### config.mk
export PLATFORM = sky130hd
export DESIGN_NAME = wide_adder
export DESIGN_NICKNAME = d
export VERILOG_FILES = /design/src/rtl/wide_adder.sv
export SDC_FILE = /design/constraint.sdc
export NUM_CORES = 1
export LEC_CHECK = 0
export BUFFER_PORTS_ARGS = -buffer_cell sky130_fd_sc_hd__buf_2
export CORE_AREA = 2 2 39 41
export DETAILED_ROUTE_END_ITERATION = 7
export DIE_AREA = 0 0 41 43
export PLACE_DENSITY = 0.44
export SLEW_MARGIN = 20
export SYNTH_ARGS = -nofsm -noshare
export SYNTH_HDL_FRONTEND = slang
export SYNTH_SLANG_ARGS = --single-unit
export TNS_END_PERCENT = 5
### constraint.sdc
create_clock -name vclk -period 4.92
set_input_delay 0.246 -clock vclk [all_inputs]
set_output_delay 0.246 -clock vclk [all_outputs]
set_load 0.005 [all_outputs]
### src/rtl/wide_adder.sv
module wide_adder #(
  parameter int N = 8
) (
  input  logic [N-1:0] a,
  input  logic [N-1:0] b,
  input  logic         is_signed,
  output logic [N:0]   sum,
  output logic         ovf
);

  localparam int MSB = N - 1;

  logic [N:0]   carry;
  logic [MSB:0] s;
  logic         top;

  assign carry[0] = 1'b0;

  for (genvar k = 0; k < N; k++) begin : g_stage
    logic p;
    assign p          = a[k] ^ b[k];
    assign s[k]       = p ^ carry[k];
    assign carry[k+1] = (a[k] & b[k]) | (p & carry[k]);
  end

  assign ovf = carry[N] ^ carry[MSB];
  assign top = is_signed ? (ovf ? carry[N] : s[MSB]) : carry[N];
  assign sum = {top, s};

endmodule


After elaboration in Yosys (flattened, before gate mapping)

Index checks and enable logic that the tools add are counted.

Bits in registers: 0
Input bits: 17
Output and inout port bits: 10
Logic and storage cells: 40

Mux-type cells: 2
Bitwise operators: 38

Operator list:

| operator          | count |
|---|---|
| bitwise XOR 1 bit | 16 |
| AND 1 bit         | 15 |
| bitwise OR 1 bit  | 7 |
| two-way mux 1 bit | 2 |

Depth between registers and ports, before layout

Gate-level depths: netlist of the first run.

Word-level depth: 18
Mapped depth: 11
Gate-level depth less buffers: 10

Worst setup path after synthesis of the first run

No wires, ideal clock.

Path kind: input to output
Start point: in a[0]
End point: out sum[8]
Arrival: 3,360 ps
Required time: 4,674 ps
Setup slack: 1,314 ps
Stages on the path: 10
Path buffers: 1
Cells stage by stage: ha_1 -> fa_1 -> fa_1 -> fa_1 -> fa_1 -> fa_1 -> fa_1 -> fa_1 -> mux2i_1 -> buf_4

Word-level cells in the longest chain between the ends: 18
Elaborated cells on any way between the ends: 19
Classes of those cells: mux: 2; bitwise: 17

Ends and longest elaborated chain:

| what                        | line | text |
|---|---|---|
| from (decl)                 | 4    | `input logic [N-1:0] a,` |
| AND 1 bit (*) (2 in series) | 23   | `assign carry[k+1] = (a[k] & b[k]) \| (p & carry[k]);` |
| bitwise OR 1 bit (*)        | 23   |  |
| AND 1 bit (*)               | 23   |  |
| bitwise OR 1 bit (*)        | 23   |  |
| AND 1 bit (*)               | 23   |  |
| bitwise OR 1 bit (*)        | 23   |  |
| AND 1 bit (*)               | 23   |  |
| bitwise OR 1 bit (*)        | 23   |  |
| AND 1 bit (*)               | 23   |  |
| bitwise OR 1 bit (*)        | 23   |  |
| AND 1 bit (*)               | 23   |  |
| bitwise OR 1 bit (*)        | 23   |  |
| AND 1 bit                   | 23   |  |
| bitwise OR 1 bit            | 23   |  |
| bitwise XOR 1 bit           | 26   | `assign ovf = carry[N] ^ carry[MSB];` |
| two-way mux 1 bit           | 27   | `assign top = is_signed ? (ovf ? carry[N] : s[MSB]) : carry[N];` |
| two-way mux 1 bit (*)       | 27   |  |
| to (decl)                   | 7    | `output logic [N:0] sum,` |

Every way passes the cells marked *; elsewhere a longest branch is shown, timed or not.

Worst setup path after layout of the first run

Start point: in a[0]
End point: out sum[7]

Word-level cells in the longest chain between the ends: 14

Ends and longest elaborated chain:

| what                    | line | text |
|---|---|---|
| AND 1 bit (2 in series) | 23   |  |
| bitwise OR 1 bit        | 23   |  |
| AND 1 bit               | 23   |  |
| bitwise OR 1 bit        | 23   |  |
| AND 1 bit               | 23   |  |
| bitwise OR 1 bit        | 23   |  |
| AND 1 bit               | 23   |  |
| bitwise OR 1 bit        | 23   |  |
| AND 1 bit               | 23   |  |
| bitwise OR 1 bit        | 23   |  |
| AND 1 bit               | 23   |  |
| bitwise OR 1 bit        | 23   |  |
| bitwise XOR 1 bit       | 22   | `assign s[k] = p ^ carry[k];` |

Every way passes these cells.

==> results of run 1 <==
-- layout by cell type, fill, tap and decap left out --
master and count:
buf_2 27, fa_1 8, inv_1 4, xnor2_1 1
mux2i_1 1, ha_1 1
-- cells by family after synthesis --
group	Yosys count	share of synthesized area [%]
multiplexers	1	4.520
buffers and inverters	6	13.56
XOR/XNOR	1	3.956
adder cells (fa/ha/maj)	9	77.96
-- worst max-delay path by stage --
stage	start	to	slack (ns)	cells past startpoint
after global placement	a[0]	sum[7]	1.05	12
after CTS	a[0]	sum[7]	1.04	12
after global routing	a[0]	sum[7]	0.89	12
after detailed placement	a[0]	sum[7]	1.04	12
final	a[0]	sum[7]	1.07	12
after floorplan	a[0]	sum[8]	1.31	10
-- critical path, cell delays in order --
cell and delay [ns]:
buf_2 0.10, ha_1 0.19, fa_1 0.40, fa_1 0.39, fa_1 0.39, fa_1 0.38
fa_1 0.38, fa_1 0.44, inv_1 0.10, fa_1 0.43, inv_1 0.06, buf_2 0.10
-- synth_stat cells, drive strengths merged --
master	count	share of area (%)
buf	2	6.8
inv	4	6.8
ha	1	5.6
xnor2	1	4.0
mux2i	1	4.5
fa	8	72
-- area by class of cell --
| cell class | instances | share of cell area (%) |
|---|---|---|
| Inverter | 4 | 4.152 |
| Tap cell | 16 | 5.536 |
| Multi-Input combinational cell | 11 | 52.94 |
| Timing Repair Buffer | 27 | 37.37 |
-- layer usage --
layer | wire length (um) | vias to the layer above | part of all wire (%)
li1 | - | 96 | -
met4 | 0 | 0 | 0
met1 | 203 | 86 | 40
met5 | 0 | - | 0
met3 | 131 | 0 | 26
met2 | 177 | 27 | 35
-- power by group through the flow --
stage                     clock (mW)  combinational (mW)  sequential [mW]
final                              0              0.0421                0
after global routing               0              0.0508                0
after CTS                          0              0.0433                0
after detailed placement           0              0.0431                0
after global placement             0              0.0422                0
after floorplan                    0              0.0220                0
-- per-stage QoR --
| stage | cell area, um^2 | setup WS [ns] | hold slack, ns | std cells |
|---|---|---|---|---|
| 2_1_floorplan | 221.5 | 1.314 | 0.6439 | 17 |
| 3_3_place_gp | 361.6 | 1.045 | 0.7530 | 58 |
| 3_5_place_dp | 361.6 | 1.042 | 0.7563 | 58 |
| 4_1_cts | 361.6 | 1.041 | 0.7576 | 58 |
| 5_1_grt | 361.6 | 0.8870 | 0.7805 | 58 |
| 6_report | 361.6 | 1.071 | 0.7564 | 58 |
==> impl_metrics.env, run 1 <==
export IMPL_outcome="complete, no violations"
export IMPL_vias_per_cell=3.603
export IMPL_internal_power_mw=0.02288
export IMPL_avgSynthCellArea_um2=13.03
export IMPL_grt_pass1_vias=201
export IMPL_met2_usage_pct=10.94
export IMPL_hold_start="is_signed"
export IMPL_portBuffers=27
export IMPL_slew_headroom_pct=90.07
export IMPL_multi_input_area_um2=191.4
export IMPL_ios=27
export IMPL_p_sw_mw=0.01917
export IMPL_dieHeight_um=43
export IMPL_syn_area_um2=221.5
export IMPL_wl_um=511
export IMPL_nClkBuffers=0
export IMPL_yosysWarnings=0
export IMPL_die_w_um=41
export IMPL_fmax_mhz=259.8
export IMPL_ant_nets=0
export IMPL_wl_per_cell_um=8.810
export IMPL_drt_initial_drc_count=0
export IMPL_fin_crit_sh_pct=78.24
export IMPL_setup_tns_final_ns=0
export IMPL_min_path_type="in -> out"
export IMPL_rows=14
export IMPL_path_class="in -> out"
export IMPL_end_kind="output port"
export IMPL_track_usage_pct=5.853
export IMPL_cp_max_fo=3
export IMPL_syn_nets=43
export IMPL_seqCellArea_um2=0
export IMPL_dieArea_um2=1763
export IMPL_hold_viol=0
export IMPL_yosysSeqAreaShare_pct=0
export IMPL_firstDrtPassIters=1
export IMPL_cts_resized=0
export IMPL_nNetsFinal=70
export IMPL_drive_gt1_share_pct=64.29
export IMPL_grt_ovfl_total=0
export IMPL_post_synth_num_cell_types=6
export IMPL_crit_arrival_ns=3.60
export IMPL_slew_violations=0
export IMPL_fillers=149
export IMPL_flops_and_latches=0
export IMPL_cp_start_kind="input pin"
export IMPL_grt_pass1_wl_um=745
export IMPL_fin_total_pwr_mw=0.04205
export IMPL_drcViolationCount=0
export IMPL_pwr_share_clk_pct=0
export IMPL_irDropWorstVdd_v=0.00004206
export IMPL_p_per_area_nw_per_um2=116.3
export IMPL_min_delay_path_depth=3
export IMPL_worstHoldEndpoint="sum[8]"
export IMPL_setup_viol=0
export IMPL_p_seq_share_pct=0
export IMPL_grt_max_degree=4
export IMPL_cts_hold_buf=0
export IMPL_timing_final_crit_period_ns=3.849
export IMPL_combinationalPowerShare_pct=100.0
export IMPL_area_growth_pct=63.28
export IMPL_final_util_pct=26.13
export IMPL_n_antenna_cell=0
export IMPL_rsz0062_at_grt="false"
export IMPL_antenna_found_initial=0
export IMPL_dp_hpwl_um=521.9
export IMPL_switching_share_pct=45.59
export IMPL_place_congestion=0.6341
export IMPL_syn_inst=17
export IMPL_cts_setup_buffers=0
export IMPL_drv_cap=0
export IMPL_start_util_pct=16.00
export IMPL_busiest_layer="met2"
export IMPL_vias=209
export IMPL_gr_usage_met3_pct=1.047
export IMPL_power_leakage_nw=0.2031
export IMPL_design_core_area_um2=1384
export IMPL_globalRouteMet1Util_pct=6.863
export IMPL_tightestPinTransition_ns=0.1485
export IMPL_cp_required_ns=4.67
No activity file was read; power rests on OpenSTA's default activity.
==> inputs of run 2 (changes only) <==
clock period = 3.9 ns   (was 4.92 ns; I/O delays follow)
==> run 2 against run 1 <==
  * Core utilization unchanged
  * Global-route usage decreased by 0.71 points
  * Worst setup slack got worse by 0.90 ns
  * Sequential share of layout area unchanged
  * First-iteration DRC count unchanged
  * Cell count unchanged
  * Hold slack got worse by 0.11 ns
  * Cell area unchanged
  * Highest routed layer unchanged
  * Die area unchanged
  * Non-clock buffer count unchanged
  * Combinational power increased by 24%
  * Via count decreased by 0.48%
==> impl_metrics.env, run 2 (synthesis results as in run 1) <==
export IMPL_outcome="complete, no violations"
export IMPL_fin_cells=58
export IMPL_antenna_found_initial=0
export IMPL_ant_nets=0
export IMPL_flops_and_latches=0
export IMPL_cp_required_ns=3.70
export IMPL_setup_viol=0
export IMPL_die_w_um=41
export IMPL_start_util_pct=16.00
export IMPL_grt_pass1_vias=197
export IMPL_wl_um=507
export IMPL_internal_power_mw=0.02844
export IMPL_ios=27
export IMPL_firstDrtPassIters=1
export IMPL_tightestPinTransition_ns=0.1542
export IMPL_fin_crit_sh_pct=95.71
export IMPL_dpl_worst_slack_ns=0.1474
export IMPL_irDropWorstVdd_v=0.00005418
export IMPL_end_kind="output port"
export IMPL_switching_share_pct=45.33
export IMPL_layout_commonest_cell="buf_2"
export IMPL_place_congestion=0.5992
export IMPL_cts_setup_buffers=0
export IMPL_n_antenna_cell=0
export IMPL_drv_cap=0
export IMPL_numPlacedInstances=58
export IMPL_fillers=152
export IMPL_finalInstanceArea_um2=361.6
export IMPL_p_seq_share_pct=0
export IMPL_drt_initial_drc_count=0
export IMPL_dieArea_um2=1763
export IMPL_cts_resized=0
export IMPL_nNetsFinal=70
export IMPL_cp_max_fo=3
export IMPL_area_growth_pct=63.28
export IMPL_p_per_area_nw_per_um2=143.9
export IMPL_drive_gt1_share_pct=64.29
export IMPL_grt_max_degree=4
export IMPL_portBuffers=27
export IMPL_path_common_cell="fa_1"
export IMPL_design_core_area_um2=1384
export IMPL_layout_common_cells="buf_2 (27), fa_1 (8), inv_1 (4)"
export IMPL_setup_tns_final_ns=0
export IMPL_min_path_type="in -> out"
export IMPL_rows=14
export IMPL_timing_final_ws_setup_ns=0.1672
export IMPL_cp_start_kind="input pin"
export IMPL_multi_input_area_um2=191.4
export IMPL_grt_ovfl_total=0
export IMPL_pwr_share_clk_pct=0
export IMPL_vias_per_cell=3.586
export IMPL_post_dp_cell_area_um2=361.6
export IMPL_cp_slowest_cell="fa_1"
export IMPL_power_leakage_nw=0.2031
export IMPL_dieHeight_um=43
export IMPL_combinationalPowerShare_pct=100.0
export IMPL_cpPeakStageDelay_ns=0.44
export IMPL_crit_arrival_ns=3.54
export IMPL_wl_per_cell_um=8.741
export IMPL_timing_final_crit_period_ns=3.733
export IMPL_hold_viol=0
export IMPL_slew_headroom_pct=89.69
export IMPL_p_sw_mw=0.02358
export IMPL_vias=208
export IMPL_drcViolationCount=0
export IMPL_seqCellArea_um2=0
export IMPL_path_class="in -> out"
export IMPL_cts_hold_buf=0
export IMPL_path_cells="buf_2 -> ha_1 -> fa_1 -> fa_1 -> fa_1 -> fa_1 -> fa_1 -> fa_1 -> inv_1 -> fa_1 -> inv_1 -> buf_2"
export IMPL_fmax_mhz=267.9
export IMPL_grt_pass1_wl_um=655
export IMPL_rsz0062_at_grt="false"
export IMPL_track_usage_pct=5.146
export IMPL_nClkBuffers=0
export IMPL_slew_violations=0
==> run 2: cell counts in the layout (fill, tap and decap cells not counted) <==
No cell type changed its count.
==> run 2: power groups by stage <==
stage	combinational [mW]	sequential, mW	clock [mW]
after floorplan	0.0278	0	0
after global placement	0.0526	0	0
after detailed placement	0.0531	0	0
after CTS	0.0534	0	0
after global routing	0.0608	0	0
final	0.0520	0	0
==> run 2: final timing paths <==
path	start	endpoint	slack [ns]	cells after the start
setup / recovery	a[0]	sum[7]	0.17	12
hold / removal	is_signed	sum[8]	0.65	3
==> run 2: final cells by class <==
| type | count | share of cell area, % |
|---|---|---|
| tap | 16 | 5.536 |
| multi-input combinational | 11 | 52.94 |
| timing repair buffer | 27 | 37.37 |
| inverter | 4 | 4.152 |
==> run 2: stage by stage <==
step                      total power [mW]  util, %  hold WS (ns)
final                              0.05202    26.13        0.6503
after global routing               0.06085    26.13        0.6668
after CTS                          0.05344    26.13        0.6522
after detailed placement           0.05312    26.13        0.6527
after global placement             0.05257    26.13        0.6518
after floorplan                    0.02778        -        0.5419
==> run 2: critical path, delay by kind of cell <==
family	cells	cell delay, ns
fa+ha+maj	8	2.99
buf+inv	4	0.36
==> run 2: per-layer routing <==
metal  GRT usage, %  part of all wire, %
met5              0                    0
met4              0                    0
met3          2.618                   34
met2          11.25                   40
met1          3.268                   25
==> inputs of run 3 (changes only) <==
CORE_AREA = 5 5 42 44   (was 2 2 39 41)
DIE_AREA = 0 0 47 49   (was 0 0 41 43)
==> run 3 against run 2 <==
  * Critical path type unchanged
  * Non-clock buffer count is the same
  * Highest routed layer unchanged
  * Count of clock-buffer cells in the layout is the same
  * Largest power group unchanged
  * Sequential share of layout area is the same
  * Total power grew 2.5%
  * Critical endpoint unchanged
  * Fmax down 0.83%
  * Cell count unchanged
==> impl_metrics.env, run 3 (synthesis results as in run 1) <==
export IMPL_grt_pass1_vias=237
export IMPL_outcome="complete, no violations"
export IMPL_fin_crit_sh_pct=96.51
export IMPL_p_sw_mw=0.02485
export IMPL_post_dp_cell_area_um2=361.6
export IMPL_grt_pass1_wl_um=897
export IMPL_place_congestion=0.6366
export IMPL_tightestPinTransition_ns=0.1512
export IMPL_hold_viol=0
export IMPL_dieArea_um2=2303
export IMPL_start_util_pct=15.80
export IMPL_slew_headroom_pct=89.89
export IMPL_dieHeight_um=49
export IMPL_portBuffers=27
export IMPL_min_path_type="in -> out"
export IMPL_power_leakage_nw=0.2031
export IMPL_track_usage_pct=4.883
export IMPL_pwr_share_clk_pct=0
export IMPL_cts_resized=0
export IMPL_area_growth_pct=63.28
export IMPL_ios=27
export IMPL_cp_slowest_cell="fa_1"
export IMPL_timing_final_crit_period_ns=3.764
export IMPL_design_core_area_um2=1401
export IMPL_setup_tns_final_ns=0
export IMPL_finalInstanceArea_um2=361.6
export IMPL_antenna_found_initial=0
export IMPL_cp_required_ns=3.70
export IMPL_wl_um=609
export IMPL_drcViolationCount=0
export IMPL_drv_cap=0
export IMPL_setup_viol=0
export IMPL_path_common_cell="fa_1"
export IMPL_cts_setup_buffers=0
export IMPL_drt_initial_drc_count=0
export IMPL_ant_nets=0
export IMPL_fin_total_pwr_mw=0.05332
export IMPL_rsz0062_at_grt="false"
export IMPL_wl_per_cell_um=10.50
export IMPL_vias=212
export IMPL_layout_common_cells="buf_2 (27), fa_1 (8), inv_1 (4)"
export IMPL_switching_share_pct=46.60
export IMPL_path_class="in -> out"
export IMPL_fmax_mhz=265.7
export IMPL_path_cells="buf_2 -> ha_1 -> fa_1 -> fa_1 -> fa_1 -> fa_1 -> fa_1 -> fa_1 -> inv_1 -> fa_1 -> inv_1 -> buf_2"
export IMPL_internal_power_mw=0.02847
export IMPL_nClkBuffers=0
export IMPL_end_kind="output port"
export IMPL_p_per_area_nw_per_um2=147.5
export IMPL_crit_buf_inv=4
export IMPL_vias_per_cell=3.655
export IMPL_flops_and_latches=0
export IMPL_n_antenna_cell=0
export IMPL_grt_ovfl_total=0
export IMPL_cp_max_fo=3
export IMPL_layout_commonest_cell="buf_2"
export IMPL_seqCellArea_um2=0
export IMPL_irDropWorstVdd_v=0.00005039
export IMPL_crit_arrival_ns=3.57
export IMPL_combinationalPowerShare_pct=100.0
export IMPL_nNetsFinal=70
export IMPL_rows=14
export IMPL_firstDrtPassIters=1
export IMPL_slew_violations=0
export IMPL_drive_gt1_share_pct=64.29
export IMPL_grt_max_degree=4
export IMPL_cpPeakStageDelay_ns=0.44
export IMPL_die_w_um=47
export IMPL_worst_path_dominant_cell_family="adder cells"
export IMPL_cp_start_kind="input pin"
export IMPL_p_seq_share_pct=0
export IMPL_cts_hold_buf=0
==> run 3: final timing paths <==
path | slack, ns | start | end | depth (start not counted)
hold / removal | 0.66 | is_signed | sum[8] | 3
setup / recovery | 0.14 | a[0] | sum[7] | 12
==> run 3: power groups by stage <==
stage	registers (mW)	logic, mW	clock network, mW
after global placement	0	0.0546	0
after CTS	0	0.0549	0
after global routing	0	0.0623	0
after floorplan	0	0.0278	0
final	0	0.0533	0
after detailed placement	0	0.0546	0
==> run 3: layout make-up <==
cell class	count	area (um^2)
Timing Repair Buffer	27	135.1
Multi-Input combinational cell	11	191.4
Tap cell	16	20.02
Fill cell	158	1040
Inverter	4	15.01
==> run 3: routing by layer <==
metal	global-route usage [%]	vias up	wire [um]
met3	1.845	0	212
met2	7.919	27	207
met4	0	0	0
met1	6.473	89	189
li1	-	96	-
met5	0	-	0
==> run 3: stage by stage <==
step / worst slack (ns) / hold WS [ns] / utilization, % / instances
2_1_floorplan: 0.3960 / 0.5419 / - / 17
3_3_place_gp: 0.1699 / 0.6517 / 25.80 / 58
3_5_place_dp: 0.1119 / 0.6571 / 25.80 / 58
4_1_cts: 0.1078 / 0.6585 / 25.80 / 58
5_1_grt: 0.02439 / 0.6870 / 25.80 / 58
6_report: 0.1360 / 0.6562 / 25.80 / 58
